## config.mk

```make
export PLATFORM = sky130hd
export DESIGN_NAME = burst_addr_gen
export DESIGN_NICKNAME = d
export VERILOG_FILES = /design/src/rtl/burst_addr_pkg.sv /design/src/rtl/strobe_arbiter.sv /design/src/rtl/beat_counter.sv /design/src/rtl/addr_mapper.sv /design/src/rtl/burst_addr_gen.sv
export SDC_FILE = /design/constraint.sdc
export NUM_CORES = 1
export LEC_CHECK = 0
export ABC_CLOCK_PERIOD_IN_PS = 1700
export BUFFER_PORTS_ARGS = -buffer_cell sky130_fd_sc_hd__buf_4
export CAP_MARGIN = 0
export CORE_MARGIN = 2
export CORE_UTILIZATION = 45
export DETAILED_ROUTE_END_ITERATION = 8
export PLACE_DENSITY = 0.8
export SLEW_MARGIN = 20
export SYNTH_ARGS = -nofsm -noshare
export SYNTH_HDL_FRONTEND = slang
export SYNTH_SLANG_ARGS = --single-unit
```

## constraint.sdc

```tcl
create_clock -name clk -period 1.7 [get_ports clk]
set_clock_uncertainty 0.15 [all_clocks]
set_input_delay 0.17 -clock clk [delete_from_list [all_inputs] [get_ports clk]]
set_output_delay 0.17 -clock clk [all_outputs]
set_load 0.005 [all_outputs]
```

## src/rtl/burst_addr_pkg.sv

```systemverilog
// Shared types for the burst address generator.
package burst_addr_pkg;
    // Per-cycle action chosen by the strobe arbiter.
    typedef enum logic [1:0] {
        ACT_HOLD  = 2'd0,
        ACT_LOAD  = 2'd1,
        ACT_STEP  = 2'd2,
        ACT_DESEL = 2'd3
    } act_e;

    // Origin of the most recent load.
    typedef enum logic {
        SRC_PROC = 1'b0,
        SRC_CTRL = 1'b1
    } src_e;

    // Beat ordering of a burst.
    typedef enum logic {
        ORD_INTLV  = 1'b0,
        ORD_LINEAR = 1'b1
    } order_e;
endpackage

```

## src/rtl/strobe_arbiter.sv

```systemverilog
// Strobe arbiter: decides each cycle whether to load, step, deselect or hold.
// Assumes: the processor strobe has priority and is gated by chip enable;
// a controller strobe with chip enable low deselects; advance acts only
// when no strobe event occurs and a burst is active.
module strobe_arbiter
    import burst_addr_pkg::*;
(
    input  logic chip_en,
    input  logic strobe_proc,
    input  logic strobe_ctrl,
    input  logic advance,
    input  logic active,
    output act_e act,
    output src_e src
);
    // Priority decode of the strobe and advance inputs.
    always_comb begin
        act = ACT_HOLD;
        src = SRC_PROC;
        if (strobe_proc && chip_en) begin
            act = ACT_LOAD;
            src = SRC_PROC;
        end else if (strobe_ctrl && chip_en) begin
            act = ACT_LOAD;
            src = SRC_CTRL;
        end else if (strobe_ctrl) begin
            act = ACT_DESEL;
        end else if (advance && active) begin
            act = ACT_STEP;
        end
    end
endmodule

```

## src/rtl/beat_counter.sv

```systemverilog
// Beat counter: clears on a load and increments modulo 2**BEAT_W on a step.
// Assumes: act comes from strobe_arbiter; every other action holds the count.
module beat_counter
    import burst_addr_pkg::*;
#(
    parameter int BEAT_W = 2
) (
    input  logic              clk,
    input  logic              rst_n,
    input  act_e              act,
    output logic [BEAT_W-1:0] beat
);
    // Update the beat count according to the chosen action.
    always_ff @(posedge clk) begin
        if (!rst_n) begin
            beat <= '0;
        end else begin
            case (act)
                ACT_LOAD: beat <= '0;
                ACT_STEP: beat <= beat + 1'b1;
                default:  beat <= beat;
            endcase
        end
    end
endmodule

```

## src/rtl/addr_mapper.sv

```systemverilog
// Address mapper: turns the start bits and the beat count into the low
// address bits, using either a wrapping add or a per-bit XOR.
// Assumes: the order input is the value latched at load.
module addr_mapper
    import burst_addr_pkg::*;
#(
    parameter int BEAT_W = 2
) (
    input  logic [BEAT_W-1:0] start,
    input  logic [BEAT_W-1:0] beat,
    input  order_e            order,
    output logic [BEAT_W-1:0] low
);
    logic [BEAT_W-1:0] lin_low;
    logic [BEAT_W-1:0] xor_low;

    // The wrapping add drops the carry out of the burst field.
    assign lin_low = start + beat;

    // The interleaved sequence is built one bit at a time.
    for (genvar i = 0; i < BEAT_W; i++) begin : g_xor
        assign xor_low[i] = start[i] ^ beat[i];
    end

    // Pick the sequence for the latched order.
    always_comb begin
        low = (order == ORD_LINEAR) ? lin_low : xor_low;
    end
endmodule

```

## src/rtl/burst_addr_gen.sv

```systemverilog
// Burst address generator top: holds the upper address, the start bits,
// the latched order and the burst state, and combines them with the beat
// counter to form the array address.
// Assumes: synchronous active-low reset; every output comes from registers
// through logic only, so each result appears one edge after its cause.
module burst_addr_gen
    import burst_addr_pkg::*;
#(
    parameter int ADDR_W = 19,
    parameter int BEAT_W = 2
) (
    input  logic              clk,
    input  logic              rst_n,
    input  logic              chip_en,
    input  logic              strobe_proc,
    input  logic              strobe_ctrl,
    input  logic              advance,
    input  logic              order_linear,
    input  logic [ADDR_W-1:0] addr_in,
    output logic [ADDR_W-1:0] addr_out,
    output logic [BEAT_W-1:0] beat_idx,
    output logic              burst_active,
    output logic              load_from_ctrl
);
    localparam int UPPER_W = ADDR_W - BEAT_W;

    act_e               act;
    src_e               src_next;
    src_e               src_q;
    order_e             order_q;
    logic [UPPER_W-1:0] upper_q;
    logic [BEAT_W-1:0]  start_q;
    logic [BEAT_W-1:0]  beat;
    logic [BEAT_W-1:0]  low;
    logic               active_q;

    strobe_arbiter u_arb (
        .chip_en     (chip_en),
        .strobe_proc (strobe_proc),
        .strobe_ctrl (strobe_ctrl),
        .advance     (advance),
        .active      (active_q),
        .act         (act),
        .src         (src_next)
    );

    beat_counter #(.BEAT_W(BEAT_W)) u_cnt (
        .clk   (clk),
        .rst_n (rst_n),
        .act   (act),
        .beat  (beat)
    );

    addr_mapper #(.BEAT_W(BEAT_W)) u_map (
        .start (start_q),
        .beat  (beat),
        .order (order_q),
        .low   (low)
    );

    // Capture the address, order and source on a load.
    always_ff @(posedge clk) begin
        if (!rst_n) begin
            upper_q <= '0;
            start_q <= '0;
            order_q <= ORD_INTLV;
            src_q   <= SRC_PROC;
        end else if (act == ACT_LOAD) begin
            upper_q <= addr_in[ADDR_W-1:BEAT_W];
            start_q <= addr_in[BEAT_W-1:0];
            order_q <= order_linear ? ORD_LINEAR : ORD_INTLV;
            src_q   <= src_next;
        end
    end

    // Set the burst-active flag on a load; clear it on a deselect.
    always_ff @(posedge clk) begin
        if (!rst_n) begin
            active_q <= 1'b0;
        end else if (act == ACT_LOAD) begin
            active_q <= 1'b1;
        end else if (act == ACT_DESEL) begin
            active_q <= 1'b0;
        end
    end

    assign addr_out       = {upper_q, low};
    assign beat_idx       = beat;
    assign burst_active   = active_q;
    assign load_from_ctrl = (src_q == SRC_CTRL);
endmodule

```

### Word-level counts from Yosys, hierarchy flattened

Index checks and enable logic that the tools add are counted.

| operators by class | value |
|---|---|
| reductions and logical operators | 5 |
| eq/ne operators | 3 |
| bitwise gates (word level) | 2 |
| muxes and demuxes | 11 |
| add/subtract/negate cells | 2 |

Operators with widths:

| cell | count |
|---|---|
| 2-to-1 mux 2 bit | 5 |
| 2-to-1 mux 1 bit | 5 |
| equality test 2 bit, second input constant | 2 |
| case mux 2 bit (2 select lines) | 1 |
| nonzero test 2 bit | 2 |
| logical AND 1 bit | 3 |
| adder 2 x 1 -> 2 bit, second input constant | 1 |
| adder 2 bit | 1 |
| equality test 2 x 1 -> 1 bit, second input constant | 1 |
| XOR 1 bit | 2 |

| word-level totals | value |
|---|---|
| logic and storage cells | 29 |
| flip-flop bits (word level) | 24 |
| input bits | 26 |

### Longest topological paths before layout

Gate-level depths: netlist (run 1).

| logic depth | value |
|---|---|
| word-level depth | 8 |
| mapped depth | 7 |
| mapped depth without buffers | 7 |

### By module

From an unflattened synthesis (run 1), not the netlist that was laid out.

| unflattened totals | value |
|---|---|
| cell total of the unflattened synthesis | 119 |
| area total of the unflattened synthesis | 1,054.8 um^2 |

Modules (own cells, without submodules):

| module | times used | area each (um^2) | cells each | sequential area each (um^2) |
|---|---|---|---|---|
| burst_addr_gen | 1 | 880.8 | 96 | 440.4 |
| beat_counter | 1 | 107.6 | 13 | 40.0 |
| addr_mapper | 1 | 33.8 | 4 | 0.0 |
| strobe_arbiter | 1 | 32.5 | 6 | 0.0 |

### Worst setup path after synthesis (run 1)

OpenSTA, ideal clock, no wires.

| timing | value |
|---|---|
| kind | reg-to-reg |
| start | register active_q (netlist: burst_active) |
| end | register upper_q[10] |
| stages on the path, launching flop included | 8 |
| library setup time | 116 ps |
| clock period less this slack | 1,437 ps |
| setup slack | 263 ps |
| arrival | 1,171 ps |
| path buffers | 2 |
| cells stage by stage | dfxtp_1 -> a21o_1 -> nand2_1 -> ha_1 -> buf_6 -> buf_12 -> mux2i_1 -> nor2b_1 |

| between the ends | value |
|---|---|
| longest elaborated chain between the ends | 6 |

RTL lines:

| element | line | source |
|---|---|---|
| start, declared | burst_addr_gen.sv:35 | `logic active_q;` |
| start signal, assigned | burst_addr_gen.sv:79 | `active_q <= 1'b0;` |
| start signal, assigned | burst_addr_gen.sv:81 | `active_q <= 1'b1;` |
| start signal, assigned | burst_addr_gen.sv:83 | `active_q <= 1'b0;` |
| logical AND 1 bit | strobe_arbiter.sv:28 | `end else if (advance && active) begin` |
| 2-to-1 mux 2 bit | strobe_arbiter.sv:28 |  |
| 2-to-1 mux 2 bit | strobe_arbiter.sv:26 | `end else if (strobe_ctrl) begin` |
| 2-to-1 mux 2 bit | strobe_arbiter.sv:23 | `end else if (strobe_ctrl && chip_en) begin` |
| 2-to-1 mux 2 bit | strobe_arbiter.sv:20 | `if (strobe_proc && chip_en) begin` |
| equality test 2 x 1 -> 1 bit | burst_addr_gen.sv:68 | `end else if (act == ACT_LOAD) begin` |
| end signal, assigned | burst_addr_gen.sv:69 | `upper_q <= addr_in[ADDR_W-1:BEAT_W];` |
| end, declared | burst_addr_gen.sv:31 | `logic [UPPER_W-1:0] upper_q;` |

No other way between the ends.
A chain may end at the register's enable or synchronous reset.

### Worst setup path in the final report (run 1)

| timing | value |
|---|---|
| start | register active_q (netlist: burst_active) |
| end | register upper_q[13] |

The elaborated chain is that of the path after synthesis.

==> results of run 1 <==
[sequential cells by signal, summed over array words and instances, names as in the netlist]
register	count
upper_q	17
start_q	2
u_cnt.beat	2
burst_active	1
load_from_ctrl	1
order_q	1
[layer usage]
layer	part of all wire, %	up-vias	GRT usage, %	routed length [um]
met5	0	-	0	0
met4	0	0	5.98	0
met3	6.4	0	3.14	144
met2	52	29	32.5	1170
met1	42	391	21.3	937
li1	-	458	-	-
[path summary, 6_finish.rpt]
| check | to | depth (start not counted) |
|---|---|---|
| setup / recovery | upper_q[13] | 6 |
| hold / removal | upper_q[6] | 3 |
| setup reg to reg | upper_q[13] | 6 |
| hold reg to reg | load_from_ctrl | 2 |
[power groups by stage]
stage | clock network, mW | logic (mW) | registers, mW
after global placement | 0 | 0.230 | 0.631
after detailed placement | 0 | 0.236 | 0.632
after floorplan | 0 | 0.132 | 0.633
after CTS | 0.306 | 0.273 | 0.620
final | 0.290 | 0.275 | 0.620
after global routing | 0.322 | 0.301 | 0.624
[through the flow]
| step | worst slack [ns] | cell area (sq um) |
|---|---|---|
| final | 0.0963 | 1650 |
| after global routing | -0.00821 | 1650 |
| after CTS | 0.0913 | 1650 |
| after detailed placement | 0.169 | 1410 |
| after global placement | 0.242 | 1410 |
| after floorplan | 0.263 | 1050 |
[worst max-delay path: stages (launching register included)]
cell	delay, ns
dfxtp_1	0.35
a21o_1	0.16
nand2_1	0.09
ha_1	0.18
buf_4	0.23
mux2i_2	0.26
nor2b_1	0.08
[kinds of logic (layout without fill, tap and decap cells)]
family | after synthesis | after routing | share of synthesized area, %
buffers and inverters | 7 | 77 | 6.32
adders and majority gates | 4 | 4 | 4.77
AOI/OAI and AO/OA | 8 | 8 | 4.53
muxes | 20 | 20 | 19.1
xor gates and xnor gates | 2 | 2 | 1.67
DFF | 24 | 24 | 45.8
and+or+nand+nor | 30 | 30 | 17.9
[synthesized netlist by cell type, drive strengths merged]
cell type / n
a21boi: 2
a21o: 1
a21oi: 2
buf: 3
clkbuf: 2
dfxtp: 24
ha: 4
inv: 2
mux2i: 20
nand2: 3
nand2b: 1
nand3: 1
nand4b: 1
nand4bb: 1
nor2b: 22
nor3b: 1
o21ai: 3
xnor2: 1
xor2: 1
[area by class of cell]
| type | instances | area, sq um |
|---|---|---|
| timing repair buffer | 71 | 583 |
| fill | 160 | 562 |
| clock buffer | 4 | 36.3 |
| tap | 28 | 35.0 |
| inverter | 2 | 7.51 |
| multi-input combinational | 64 | 507 |
| sequential | 24 | 482 |
[timing repair]
action / in CTS / in global routing
endpoints found under the hold margin: 19 / 0
endpoints found under the setup margin: 0 / 2
hold buffers: 20 / 0
buffers inserted: 0 / 0
gates resized for setup: 0 / 2
==> impl_metrics.json, run 1 <==
{
  "ys_top_cells_by_area": "dfxtp_1 46%, mux2i_1 19%, nor2b_1 13%",
  "synth.top_cell.area_share_pct": 45.8,
  "routed-via-count": 878,
  "regToRegSetupSlack_ns": 0.1,
  "total_switching_power_mw": 0.279,
  "mostFrequentLayoutCell": "buf_4",
  "max_freq_mhz": 624,
  "layout-drive-gt1-share_pct": 34.5,
  "synthToLayoutAreaGrowth_pct": 57.2,
  "netlist.top_cell.by_area": "dfxtp_1",
  "gr-total-overflow": 0,
  "placed_instances": 169,
  "route.detailed.wl_per_inst_um": 11.6,
  "arrival_ns": 1.66,
  "htree_num_levels": 1,
  "crit_required_ns": 1.75,
  "num-nets-final": 196,
  "dp.final_hpwl_um": 1520,
  "cts_inserted_buffers": 3,
  "io_pins": 49,
  "layout.core_utilization_pct": 74.6,
  "core_area_sq_um": 2210,
  "drt_drc_violations_left": 0,
  "powerDensity_nw_per_um2": 718,
  "routed_wl_um": 2250,
  "tightestPinTransition_ns": 0.179,
  "fin_crit_share_pct": 94.3,
  "grt_antenna_before_repair": 0,
  "synth_seq_area_share_pct": 45.8,
  "critical_path.startpoint": "burst_active",
  "die_h_um": 52.3,
  "worst_hold_slack_ns": 0.0110,
  "n_antenna_cell": 0,
  "yosysWarningCount": 0,
  "totalNegativeSetupSlack_ns": 0,
  "status": "complete, no violations",
  "swShare_pct": 23.5,
  "power_frac_clock_pct": 24.5,
  "syn_area_per_cell_sq_um": 11.1,
  "grt_pass1_wl_um": 3650,
  "critical_path_class": "reg -> reg",
  "avgViaCountPerCell": 4.55,
  "remaining_max_slew_budget_at_the_tightest_pin_pct": 87.9,
  "min_period_ns": 1.60,
  "hp-class": "in -> reg",
  "p_int_mw": 0.906,
  "postSynthRegisterBits": 24,
  "path_clk_slew_ns": 0.12,
  "worst_setup_path_end_kind": "register",
  "initial_drt_markers": 2,
  "hold_start": "addr_in[8]",
  "grt_pass1_vias": 867,
  "power_leakage_nw": 0.781,
  "mapped_area_sq_um": 1050,
  "ctsRootBufferMaster": "clkbuf_4",
  "mostFrequentLayoutCells": "51 x buf_4, 23 x dfxtp_1, 22 x nor2b_1",
  "drv.max_cap_violation_count": 0,
  "clock_latency_ns": 0.30,
  "cp_max_fo": 12,
  "clock-sinks": 24,
  "timing.final.setup_violations": 0,
  "num_rows": 17,
  "hold_viol": 0,
  "grt_max_degree": 26,
  "power.ir.vdd_worst_mv": 0.644,
  "post_route_non_filler_standard_cell_count": 193,
  "comb_power_share_pct": 23.2,
  "design_power_total_mw": 1.18,
  "grt.total_usage_pct": 18.0,
  "place_congestion": 0.701,
  "finalMaxSlewViolations": 0,
  "startpoint_type": "register",
  "start_util_pct": 47.5,
  "cts.path.max_buffers": 2,
  "seqPwrFrac_pct": 52.3,
  "detail_route.first_pass.iterations": 3,
  "tritoncts": "yes",
  "port_buffers": 48,
  "syn-instance-count": 95,
  "antenna_left": 0,
  "synth.net_count": 125,
  "yosys.cell_types.count": 21,
  "design.die.area_sq_um": 2740,
  "die_boundary_width_um": 52.3,
  "worst_r2r_startpoint": "burst_active"
}
Power figures use the tool's default switching activity.
==> run 2: changes to the inputs <==
--- a/config.mk
+++ b/config.mk
@@ -5,13 +5,14 @@
 export SDC_FILE = /design/constraint.sdc
 export NUM_CORES = 1
 export LEC_CHECK = 0
+export ABC_AREA = 1
 export ABC_CLOCK_PERIOD_IN_PS = 1700
 export BUFFER_PORTS_ARGS = -buffer_cell sky130_fd_sc_hd__buf_4
 export CAP_MARGIN = 0
 export CORE_MARGIN = 2
 export CORE_UTILIZATION = 45
 export DETAILED_ROUTE_END_ITERATION = 8
-export PLACE_DENSITY = 0.8
+export PLACE_DENSITY = 0.79
 export SLEW_MARGIN = 20
 export SYNTH_ARGS = -nofsm -noshare
 export SYNTH_HDL_FRONTEND = slang
==> impl_metrics.json, run 2 <==
{
  "ys.flop_type": "dfxtp_1",
  "grt.total_usage_pct": 20.5,
  "clock_latency_ns": 0.31,
  "worst_r2r_startpoint": "burst_active",
  "cell_with_the_most_instances_after_synthesis": "dfxtp_1",
  "routed-via-count": 1080,
  "tightestPinTransition_ns": 0.210,
  "worst_setup_path_end_kind": "output port",
  "gr-total-overflow": 0,
  "yosysWarningCount": 0,
  "hold_viol": 0,
  "finalMaxSlewViolations": 0,
  "avgViaCountPerCell": 4.62,
  "place_congestion": 0.854,
  "seqPwrFrac_pct": 45.9,
  "cp_max_fo": 5,
  "die_h_um": 53.0,
  "initial_drt_markers": 8,
  "drv.max_cap_violation_count": 0,
  "status": "complete, no violations",
  "clock-sinks": 24,
  "n_antenna_cell": 0,
  "power_leakage_nw": 0.843,
  "regToRegSetupSlack_ns": 0.16,
  "htree_num_levels": 1,
  "synth_async_reset_ratio_pct": 0,
  "hold_path_end": "load_from_ctrl",
  "mostFrequentLayoutCells": "51 x buf_4, 23 x dfxtp_1, 21 x nor2_1, 21 x o21ai_1, 20 x dlygate4sd3_1",
  "total_switching_power_mw": 0.362,
  "hp-class": "in -> reg",
  "max_freq_mhz": 635,
  "detail_route.first_pass.iterations": 4,
  "reg2reg_to": "upper_q[6]",
  "die_boundary_width_um": 53.0,
  "ys_top_cells_by_area": "dfxtp_1 45%, nor2_2 11%, o21ai_1 9.3%",
  "mapped_area_sq_um": 1080,
  "largest_register_ffs": 17,
  "crit_required_ns": 1.38,
  "io_pins": 49,
  "synth.net_count": 166,
  "synthToLayoutAreaGrowth_pct": 58.9,
  "number_of_enable_type_register_cells_in_the_synthesized_netlist": 0,
  "antenna_left": 0,
  "swShare_pct": 25.5,
  "fin_crit_share_pct": 92.6,
  "synth_seq_area_share_pct": 44.5,
  "start_util_pct": 48.3,
  "postSynthRegisterBits": 24,
  "hold_start": "chip_en",
  "drt_drc_violations_left": 0,
  "route.detailed.wl_per_inst_um": 11.5,
  "startpoint_type": "register",
  "num-nets-final": 237,
  "power_frac_clock_pct": 28.4,
  "cts_inserted_buffers": 3,
  "hold-path-cell-count": 3,
  "tritoncts": "yes",
  "dp.final_hpwl_um": 1780,
  "grt_max_degree": 25,
  "grt_pass1_vias": 1021,
  "p_int_mw": 1.06,
  "mostFrequentLayoutCell": "buf_4",
  "arrival_ns": 1.25,
  "timing.final.setup_violations": 0,
  "routed_wl_um": 2700,
  "post_route_non_filler_standard_cell_count": 234,
  "ctsRootBufferMaster": "clkbuf_4",
  "netlist_top_cells_count": "24 x dfxtp_1, 21 x nor2_1, 20 x o21ai_1",
  "reg_top3": "upper_q (17), start_q (2), u_cnt.beat (2)",
  "min_period_ns": 1.57,
  "register_bank_with_the_most_flops": "upper_q",
  "powerDensity_nw_per_um2": 829,
  "comb_power_share_pct": 25.7,
  "unrepaired_setup_endpoints_after_global_routing": "no",
  "port_buffers": 48,
  "cts_setup_buffers": 0,
  "path_clk_slew_ns": 0.13,
  "layout-drive-gt1-share_pct": 39.8,
  "placed_instances": 210,
  "core_area_sq_um": 2230,
  "yosys.cell_types.count": 18,
  "synth.top_cell.area_share_pct": 44.5,
  "layout.filler_cells": 158,
  "netlist.top_cell.by_area": "dfxtp_1",
  "critical_path.startpoint": "u_cnt.beat[0]",
  "power.ir.vdd_worst_mv": 0.582,
  "cts.path.max_buffers": 2,
  "syn-instance-count": 136,
  "critical_path_class": "reg -> out",
  "syn_area_per_cell_sq_um": 7.93,
  "totalNegativeSetupSlack_ns": 0,
  "grt_antenna_before_repair": 0,
  "rr_worst_depth": 7,
  "num_rows": 17,
  "remaining_max_slew_budget_at_the_tightest_pin_pct": 86.0,
  "grt_pass1_wl_um": 4180,
  "design.die.area_sq_um": 2800
}
==> run 2: cell types whose count changed after synthesis, moves of 4 or more <==
cell	previous run	this run
nand2_1	3	17
nor2b_1	22	0
nand3_1	1	5
o21ai_1	0	20
nor2_2	0	19
inv_1	2	9
mux2i_1	20	0
buf_4	0	4
nor2_1	0	21
==> run 2: worst max-delay path by stage <==
stage,end
finish,addr_out[1]
global route,upper_q[10]
CTS,addr_out[1]
detailed placement,upper_q[12]
global placement,load_from_ctrl
floorplan,upper_q[4]
==> run 2: cells by family after synthesis <==
| logic type | count (synthesis) | share of synthesized area [%] |
|---|---|---|
| DFF | 24 | 44.5 |
| AOI/OAI and AO/OA | 25 | 11.9 |
| buffers and inverters | 17 | 9.05 |
| adders and majority gates | 4 | 4.64 |
| and+or+nand+nor | 66 | 29.8 |
==> run 2: layer usage <==
layer | GRT usage (%) | vias to the layer above | share of wire, %
met2 | 38.5 | 27 | 53
met1 | 22.3 | 485 | 42
li1 | - | 566 | -
met5 | 0 | - | 0
met4 | 7.69 | 0 | 0.52
met3 | 3.95 | 2 | 4.6
==> run 2: layout make-up <==
class | instances | area (sq um) | share of cell area (%)
timing repair buffer | 72 | 603 | 35.2
multi-input combinational | 95 | 500 | 29.2
sequential | 24 | 482 | 28.1
inverter | 11 | 41.3 | 2.41
tap | 28 | 35.0 | 2.04
clock inverter | 1 | 30.0 | 1.75
clock buffer | 3 | 22.5 | 1.31
==> run 2: timing repair <==
action | CTS | global route
hold buffers | 20 | 0
setup endpoints to repair | 0 | 2
hold endpoints to repair | 20 | 0
gates resized for setup | 0 | 2
==> run 2: power by group through the flow <==
stage | clock, mW | combinational (mW) | sequential [mW]
after detailed placement | 0 | 0.326 | 0.663
after global routing | 0.441 | 0.406 | 0.658
after global placement | 0 | 0.317 | 0.662
final | 0.404 | 0.366 | 0.652
after floorplan | 0 | 0.164 | 0.662
after CTS | 0.416 | 0.365 | 0.651
==> run 2: critical path, cell delays in order, from the launching register on <==
cell and delay, ns:
dfxtp_2 0.39, ha_1 0.15, nand2_1 0.06, inv_1 0.06, nand3_1 0.07, nand2_1 0.06
inv_1 0.04, buf_4 0.12
==> run 2: through the flow <==
step | util, % | setup WS, ns | hold WS, ns | total power, mW | cell area (sq um)
2_1_floorplan | - | 0.288 | 0.147 | 0.826 | 1080
3_3_place_gp | 65.4 | 0.180 | 0.245 | 0.979 | 1460
3_5_place_dp | 65.4 | 0.119 | 0.249 | 0.990 | 1460
4_1_cts | 76.7 | 0.0313 | 0.00325 | 1.43 | 1710
5_1_grt | 76.8 | 0.00519 | 0.00624 | 1.50 | 1710
6_report | 76.8 | 0.126 | 0.00795 | 1.42 | 1710
==> run 3: changes to the inputs <==
--- a/config.mk
+++ b/config.mk
@@ -10,10 +10,11 @@
 export BUFFER_PORTS_ARGS = -buffer_cell sky130_fd_sc_hd__buf_4
 export CAP_MARGIN = 0
 export CORE_MARGIN = 2
-export CORE_UTILIZATION = 45
+export CORE_UTILIZATION = 46
 export DETAILED_ROUTE_END_ITERATION = 8
-export PLACE_DENSITY = 0.79
+export PLACE_DENSITY = 0.8
 export SLEW_MARGIN = 20
 export SYNTH_ARGS = -nofsm -noshare
 export SYNTH_HDL_FRONTEND = slang
+export SYNTH_HIERARCHICAL = 1
 export SYNTH_SLANG_ARGS = --single-unit
==> impl_metrics.json, run 3 <==
{
  "status": "complete, but fails checks",
  "violations": "hold timing",
  "hold_viol": 1,
  "synthToLayoutAreaGrowth_pct": 44.2,
  "num_rows": 17,
  "path_clk_slew_ns": 0.14,
  "critical_path_class": "reg -> out",
  "synth.top_cell.area_share_pct": 42.5,
  "mostFrequentLayoutCell": "buf_4",
  "die_boundary_width_um": 53.6,
  "power.ir.vdd_worst_mv": 0.730,
  "n_antenna_cell": 0,
  "fin_crit_share_pct": 94.5,
  "layout-drive-gt1-share_pct": 27.4,
  "startpoint_type": "register",
  "clock_latency_ns": 0.30,
  "io_pins": 49,
  "netlist_top_cells_count": "47 x nor2_1, 34 x nand2_1, 31 x inv_1",
  "cts_inserted_buffers": 3,
  "syn-instance-count": 177,
  "port_buffers": 48,
  "totalNegativeSetupSlack_ns": 0,
  "cts.path.max_buffers": 2,
  "ys.flop_type": "dfxtp_1",
  "route.detailed.wl_per_inst_um": 10.9,
  "drv.max_cap_violation_count": 0,
  "mostFrequentLayoutCells": "52 x buf_4, 46 x nor2_1, 34 x nand2_1",
  "yosysWarningCount": 6,
  "grt_pass1_wl_um": 4170,
  "grt_max_degree": 24,
  "antenna_left": 0,
  "routed-via-count": 1184,
  "register_bank_with_the_most_flops": "upper_q",
  "dp_worst_setup_slack_ns": 0.104,
  "htree_num_levels": 1,
  "place_congestion": 0.724,
  "tritoncts": "yes",
  "ys_top_cells_by_area": "dfxtp_1 42%, nor2_1 16%, nand2_1 11%",
  "num-nets-final": 259,
  "arrival_ns": 1.29,
  "cell_with_the_most_instances_after_synthesis": "nor2_1",
  "clock-sinks": 24,
  "tightestPinTransition_ns": 0.455,
  "start_util_pct": 49.7,
  "finalMaxSlewViolations": 0,
  "ctsRootBufferMaster": "clkbuf_4",
  "path_buf_inv": 3,
  "syn_area_per_cell_sq_um": 6.39,
  "layout.filler_cells": 189,
  "gr-total-overflow": 0,
  "unrepaired_setup_endpoints_after_global_routing": "no",
  "yosys.cell_types.count": 14,
  "crit_required_ns": 1.38,
  "slowest_stage": "dfxtp_2",
  "design_power_total_mw": 1.41,
  "worst_hold_slack_ns": -0.000684,
  "design.die.area_sq_um": 2870,
  "drt_drc_violations_left": 0,
  "synth_async_reset_ratio_pct": 0,
  "remaining_max_slew_budget_at_the_tightest_pin_pct": 69.6,
  "hp-class": "in -> reg",
  "chain_of_cells_forming_the_critical_path": "ha_1 > nand2_1 > inv_1 > nand3_1 > nand2_1 > inv_1 > buf_4",
  "netlist.top_cell.by_area": "dfxtp_1",
  "worst_path_dominant_cell_family": "flip-flops",
  "powerDensity_nw_per_um2": 864,
  "detail_route.first_pass.iterations": 4,
  "reg_top3": "upper_q (17), start_q (2), u_cnt/beat (2)",
  "synth.net_count": 205,
  "grt_antenna_before_repair": 0,
  "number_of_enable_type_register_cells_in_the_synthesized_netlist": 0,
  "grt_pass1_vias": 1022,
  "avgViaCountPerCell": 4.59,
  "setup_slack_ns": 0.0929,
  "postSynthRegisterBits": 24,
  "routed_wl_um": 2810,
  "synth_seq_area_share_pct": 42.5,
  "initial_drt_markers": 10,
  "cp_max_fo": 5,
  "grt.total_usage_pct": 19.8,
  "dp.final_hpwl_um": 1890,
  "die_h_um": 53.6,
  "mapped_area_sq_um": 1130,
  "max_freq_mhz": 622,
  "worst_setup_path_end_kind": "output port",
  "cp_slowest_stage_delay_ns": 0.40,
  "power_leakage_nw": 0.932,
  "largest_register_ffs": 17,
  "core_area_sq_um": 2280,
  "timing.final.setup_violations": 0,
  "min_period_ns": 1.61
}
-- run 3: cell count changes after synthesis, moves of 4 or more --
cell	delta
inv_1	+22
nand3_1	+19
nor2_1	+26
o21ai_1	-20
buf_2	+4
nand2_1	+17
nor2_2	-17
-- run 3: final cells by class --
class	count	area (sq um)	area share, %
timing repair inverter	1	7.51	0.460
clock buffer	3	22.5	1.38
multi-input combinational	113	500	30.7
clock inverter	1	30.0	1.84
inverter	32	124	7.59
tap	28	35.0	2.15
sequential	24	482	29.5
timing repair buffer	56	430	26.4
-- run 3: repair_timing --
item | 4_1_cts | 5_1_grt
resized for setup | 0 | 6
buffers inserted | 0 | 2
endpoints found under the hold margin | 4 | 0
setup endpoints to repair | 0 | 23
hold buffers | 4 | 0
-- run 3: kinds of logic (layout without fill, tap and decap cells) --
family                     count (synthesis)  after routing  share of synthesized area (%)
and+or+nand+nor                          107            107                           38.6
buffers and inverters                     40             93                           14.4
DFF                                       24             24                           42.5
AOI/OAI and AO/OA                          3              3                           1.55
adders and majority gates                  2              2                           2.21
xor gates and xnor gates                   1              1                          0.774
-- run 3: worst register-to-register path, delay by kind of cell, from the launching register on --
family | cells | cell delay [ns]
DFF | 1 | 0.38
AOI/OAI and AO/OA | 1 | 0.11
and+or+nand+nor | 5 | 0.52
adders and majority gates | 1 | 0.32
-- run 3: metal layers --
layer	wire, um	global-route usage (%)
met5	0	0
met4	0	5.13
met3	133	3.61
met2	1480	38.3
met1	1190	22.0
-- run 3: report_power, final --
part / internal [mW] / total (mW) / switching [mW]
logic: 0.181 / 0.348 / 0.167
registers: 0.617 / 0.652 / 0.0351
clock network: 0.238 / 0.410 / 0.172
-- run 3: final timing paths --
check / to / depth (start not counted) / slack [ns] / from
setup / recovery: addr_out[1] / 7 / 0.09 / u_cnt/beat[0]
hold / removal: upper_q[8] / 5 / -0.0007 / addr_in[10]
setup reg to reg: u_cnt/beat[1] / 7 / 0.13 / burst_active
hold reg to reg: upper_q[4] / 2 / 0.35 / upper_q[4]
-- run 3: per-stage QoR --
| stage | area [sq um] | instances | hold WS (ns) | util, % |
|---|---|---|---|---|
| floorplan | 1130 | 177 | 0.141 | - |
| global placement | 1500 | 247 | 0.315 | 65.9 |
| detailed placement | 1500 | 247 | 0.326 | 65.9 |
| CTS | 1590 | 255 | 0.000861 | 69.9 |
| global route | 1630 | 258 | 0.00718 | 71.7 |
| finish | 1630 | 258 | -0.000684 | 71.7 |
